**src/rtl/lc_pkg.sv**
```systemverilog
package lc_pkg;

  localparam int unsigned LC_K_DEFAULT = 4;

  // Control bits at the bottom of the configuration word
  localparam int unsigned CTL_REG = 0;
  localparam int unsigned CTL_ADD = 1;
  localparam int unsigned CTL_LUT = 2;
  localparam int unsigned CTL_W   = 3;

  typedef struct packed {
    logic lut_en;
    logic add_en;
    logic reg_en;
  } lc_ctl_t;

  function automatic int unsigned lc_cfg_width(input int unsigned k);
    return (1 << k) + CTL_W;
  endfunction

endpackage

```
**src/rtl/lc_cfg_chain.sv**
```systemverilog
module lc_cfg_chain #(
  parameter int unsigned W = 19
) (
  input  logic         clk,
  input  logic         rst,
  input  logic         shift_en,
  input  logic         din,
  output logic [W-1:0] word,
  output logic         dout
);

  logic [W-1:0] chain_q;

  always_ff @(posedge clk) begin
    if (shift_en) begin
      chain_q <= {chain_q[W-2:0], din};
    end
  end

  assign word = chain_q;
  assign dout = chain_q[W-1];

  // a shift moves the serial bit into the bottom position
  p_shift_in_r1: assert property (@(posedge clk) disable iff (rst)
    shift_en |=> chain_q[0] == $past(din));

  // contents held while shifting is off
  p_hold_r3: assert property (@(posedge clk) disable iff (rst)
    !shift_en |=> $stable(chain_q));

endmodule

```
**src/rtl/lc_lut.sv**
```systemverilog
module lc_lut #(
  parameter int unsigned K = 4,
  localparam int unsigned N = 1 << K
) (
  input  logic [N-1:0] table_bits,
  input  logic [K-1:0] sel,
  output logic         f
);

  // Binary mux tree; level l reduces using index bit l-1
  for (genvar l = 0; l <= K; l++) begin : g_lvl
    logic [(N >> l)-1:0] v;
    if (l == 0) begin : g_leaf
      assign v = table_bits;
    end else begin : g_node
      for (genvar i = 0; i < (N >> l); i++) begin : g_mux
        assign v[i] = sel[l-1] ? g_lvl[l-1].v[2*i+1] : g_lvl[l-1].v[2*i];
      end
    end
  end

  assign f = g_lvl[K].v[0];

endmodule

```
**src/rtl/lc_arith.sv**
```systemverilog
module lc_arith (
  input  logic en,
  input  logic a,
  input  logic b,
  input  logic cin,
  output logic y,
  output logic cout
);

  logic prop, gen;

  always_comb begin
    prop = a ^ b;
    gen  = a & b;
    if (en) begin
      y    = prop ^ cin;
      cout = gen | (prop & cin);
    end else begin
      y    = a;
      cout = 1'b0;
    end
  end

endmodule

```
**src/rtl/lc_ff.sv**
```systemverilog
module lc_ff (
  input  logic clk,
  input  logic rst,
  input  logic d,
  output logic q
);

  always_ff @(posedge clk) begin
    if (rst) q <= 1'b0;
    else     q <= d;
  end

  // the flip-flop presents the captured bit one edge later
  p_capture_one_r8: assert property (@(posedge clk) disable iff (rst)
    d |=> q);
  p_capture_zero_r8: assert property (@(posedge clk) disable iff (rst)
    !d |=> !q);

  // reset edge leaves the flip-flop cleared
  p_rst_clear_r9: assert property (@(posedge clk)
    rst |=> !q);

endmodule

```
**src/rtl/lc_logic_cell.sv**
```systemverilog
module lc_logic_cell
  import lc_pkg::*;
#(
  parameter int unsigned K = LC_K_DEFAULT
) (
  input  logic         clk,
  input  logic         rst,
  input  logic         cfg_en,
  input  logic         cfg_din,
  output logic         cfg_dout,
  input  logic [K-1:0] lut_in,
  input  logic         op_b,
  input  logic         carry_in,
  output logic         carry_out,
  output logic         cell_out
);

  localparam int unsigned TT_N  = 1 << K;
  localparam int unsigned CFG_W = lc_cfg_width(K);

  logic [CFG_W-1:0] cfg_word;
  lc_ctl_t          ctl;
  logic [TT_N-1:0]  tt;
  logic             lut_f, opnd_a, stage_y, ff_q;

  lc_cfg_chain #(.W(CFG_W)) u_cfg (
    .clk      (clk),
    .rst      (rst),
    .shift_en (cfg_en),
    .din      (cfg_din),
    .word     (cfg_word),
    .dout     (cfg_dout)
  );

  assign tt         = cfg_word[CFG_W-1:CTL_W];
  assign ctl.lut_en = cfg_word[CTL_LUT];
  assign ctl.add_en = cfg_word[CTL_ADD];
  assign ctl.reg_en = cfg_word[CTL_REG];

  lc_lut #(.K(K)) u_lut (
    .table_bits (tt),
    .sel        (lut_in),
    .f          (lut_f)
  );

  // Stage 1 bypass
  assign opnd_a = ctl.lut_en ? lut_f : lut_in[0];

  // Stage 2 with its own bypass inside
  lc_arith u_add (
    .en   (ctl.add_en),
    .a    (opnd_a),
    .b    (op_b),
    .cin  (carry_in),
    .y    (stage_y),
    .cout (carry_out)
  );

  // Stage 3
  lc_ff u_ff (
    .clk (clk),
    .rst (rst),
    .d   (stage_y),
    .q   (ff_q)
  );

  assign cell_out = ctl.reg_en ? ff_q : stage_y;

endmodule

```
**config.mk**
```make
export PLATFORM = sky130hd
export DESIGN_NAME = lc_logic_cell
export DESIGN_NICKNAME = d
export VERILOG_FILES = /design/src/rtl/lc_pkg.sv /design/src/rtl/lc_cfg_chain.sv /design/src/rtl/lc_lut.sv /design/src/rtl/lc_arith.sv /design/src/rtl/lc_ff.sv /design/src/rtl/lc_logic_cell.sv
export SDC_FILE = /design/constraint.sdc
export NUM_CORES = 1
export LEC_CHECK = 0
export ABC_CLOCK_PERIOD_IN_PS = 2700
export CAP_MARGIN = 20
export CORE_MARGIN = 2
export CORE_UTILIZATION = 45
export DETAILED_ROUTE_END_ITERATION = 7
export PLACE_DENSITY_LB_ADDON = 0.08
export REMOVE_ABC_BUFFERS = 1
export SLEW_MARGIN = 10
export SYNTH_ARGS = -nofsm -noshare
export SYNTH_HDL_FRONTEND = slang
export SYNTH_HIERARCHICAL = 1
export SYNTH_SLANG_ARGS = --single-unit
```
**constraint.sdc**
```tcl
create_clock -name clk -period 2.7 [get_ports clk]
set_clock_uncertainty 0.1 [all_clocks]
set_input_delay 0.405 -clock clk [delete_from_list [all_inputs] [get_ports clk]]
set_output_delay 0.405 -clock clk [all_outputs]
set_load 0.02 [all_outputs]
```
==> impl_metrics.tcl <==
set metrics [dict create \
    outcome "complete, but fails checks" \
    violations "setup timing" \
    worst_slack_ns -0.597 \
    start_util_pct 47.8 \
    ir_worst_vdd_mv 0.438 \
    grt_pass1_vias 473 \
    synth_top_area_share_pct 69.2 \
    synthSimpleGateAreaFrac_pct 2.43 \
    leakage_nw 0.432 \
    post_drt_wl_per_cell_um 15.6 \
    whs_path_depth 0 \
    synth-edff-count 19 \
    place_congestion 0.814 \
    ys_warn_count 6 \
    synth_area_um2 825 \
    synth_top_family_by_area "multiplexers" \
    crit_buf_inv 2 \
    post-synth-top-count-cell "edfxtp_1" \
    clk_path_buf_depth 2 \
    setup_viol 1 \
    min_from "u_cfg/word[11]" \
    die-height_um 46.8 \
    ios 13 \
    cts_tree "yes" \
    hold_buffers 0 \
    cp_max_fo 2 \
    stdcell_count 90 \
    h-tree-depth 1 \
    drv_cap 0 \
    clock_sinks 20 \
    synth_cell_types 10 \
    fin_crit_sh_pct 122 \
    slew_headroom_pct 44.8 \
    dpl.hpwl_um 920 \
    r2r_cells 9 \
    synth_seq_cells 20 \
    p_per_area_nw_per_um2 658 \
    synth-adder-area-share_pct 2.43 \
    dr.pass1.iters 4 \
    grt_max_degree 20 \
    numCtsBuffers 3 \
    max_stage_delay_ns 0.49 \
    drive_above_1_share_pct 44.6 \
    synth.area.top_cells "edfxtp_1, mux4_1, mux2i_1" \
    synth_compound_area_share_pct 0 \
    antenna_found_initial 0 \
    slowest_stage "mux4_2" \
    grtUsageTotal_pct 15.9 \
    synth_commonest_cells "edfxtp_1, mux2i_1, mux4_1" \
    slew_violations 0 \
    start_kind "flop" \
    min_period_ns 3.30 \
    drt_first_iter_violations 12 \
    async_reset_ff_share_pct 0 \
    final_nets 77 \
    path_delay_family "multiplexers" \
    rsz0062_at_grt "yes" \
    antenna_left 0 \
    tns_ns -0.597 \
    required_ns 2.19 \
    hold_class "reg2reg" \
    die_area_um2 2190 \
    core.rowCount 15 \
    drc 0 \
    crit_chain "mux4_2 -> mux2i_1 -> mux2i_1 -> mux2_4 -> inv_2 -> fa_1 -> mux2i_2 -> mux2_4 -> buf_6" \
    critPathArrivalTime_ns 2.79 \
    r2r-end "u_ff/q" \
    hold_end "u_cfg/word[12]" \
    syn2layout_area_growth_pct 33.1 \
    diodes 0 \
    tightestPinTransition_ns 0.825 \
    finalHoldViolations 0 \
    die-width_um 46.8 \
    clock_latency_ns 0.30 \
    syn_area_per_cell_um2 22.3 \
    crit_type "reg2out" \
    yosysTopAreaCell "edfxtp_1" \
    cts-root-buf "clkbuf_4" \
    synthXorXnorAreaFrac_pct 0 \
    cts.reportedPaths.clkPinSlew_ns 0.11 \
    synth.mux.area_fraction_pct 21.2 \
    reg2reg_from "u_cfg/word[18]" \
    netlist_instances 37 \
    rrSetupSlack_ns 0.10 \
    fmax_mhz 303 \
    io_buffers 12 \
    dp_cells 78 \
    pre_cts_ws_ns -1.48 \
    viasPerCell 4.80 \
    synth_ff_type "edfxtp_1" \
    core_area_um2 1730 \
    overflow 0 \
    route.vias.total 432 \
    critPathCaptureType "output port" \
    yosysSeqAreaShare_pct 71.6 \
    drt_wl_total_mm 1.40 \
    grt_pass1_wl_mm 2.24 \
]
worst reg2reg max path, cell delays in order, from the launching register on:
cell      delay [ns]
edfxtp_1        0.41
mux4_2          0.49
mux2i_1         0.15
mux2i_1         0.10
mux2_4          0.27
inv_2           0.07
fa_1            0.44
mux2i_2         0.25
buf_4           0.16
nor2b_4         0.11
through the flow:
| stage | utilization (%) | cell area [um2] | total power, mW | hold WS (ns) |
|---|---|---|---|---|
| after CTS | 67.2 | 1160 | 0.768 | 0.370 |
| after global placement | 58.3 | 1010 | 0.457 | 0.332 |
| after detailed placement | 58.3 | 1010 | 0.463 | 0.342 |
| after global routing | 63.6 | 1100 | 0.755 | 0.377 |
| after floorplan | - | 817 | 0.416 | 0.317 |
| final | 63.6 | 1100 | 0.722 | 0.364 |
layout by cell type (no fill, tap or decap):
master and instances:
buf_6 1, inv_2 1, clkdlybuf4s50_1 8, mux2i_2 1, mux4_2 4, inv_1 2
clkbuf_4 3, edfxtp_1 19, fa_1 1, nor2b_4 1, mux2i_1 3, mux2_4 2
buf_2 2, buf_4 13, nor2b_1 1, dfxtp_1 1, dlygate4sd2_1 1, bufinv_16 1
routing by layer:
| metal | global-route usage (%) | wire [um] |
|---|---|---|
| met1 | 19.8 | 583 |
| met2 | 26.8 | 741 |
| met5 | 0 | 0 |
| met3 | 4.62 | 62 |
| met4 | 5.00 | 16 |
repair_timing:
action / 4_1_cts / 5_1_grt
pin swaps: 1 / 0
resized for setup: 29 / 0
buffers inserted: 14 / 3
endpoints found under the setup margin: 3 / 3
cells by family after synthesis:
group	Yosys count
buf+inv	4
simple gates	2
flops	20
mux	10
fa+ha+maj	1
cell type report:
type / count / area (um2)
flip-flops and latches: 20 / 591
well taps: 25 / 31.3
clock buffers: 3 / 22.5
repair buffers: 25 / 208
clock inverters: 1 / 30.0
fillers: 138 / 629
multi-input cells: 13 / 204
inverters: 3 / 11.3
sequential cells by signal, summed over array words and instances, names as in the netlist:
register and flops:
u_ff/q 1, u_cfg/word 19
how the worst max path moves through the flow:
stage                        start       end  cells after the start
floorplan           u_cfg/word[18]  cell_out                      8
global placement         lut_in[0]  cell_out                     10
detailed placement       lut_in[0]  cell_out                     10
CTS                 u_cfg/word[18]  cell_out                      9
global route         u_cfg/word[5]  cell_out                      9
finish              u_cfg/word[18]  cell_out                      9
power breakdown:
part / switching (mW) / internal, mW / leakage (nW)
logic: 0.0414 / 0.0669 / 0.209
clock network: 0.0921 / 0.150 / 0.0279
registers: 0.00989 / 0.361 / 0.194
No activity file was read; power rests on OpenSTA's default activity.
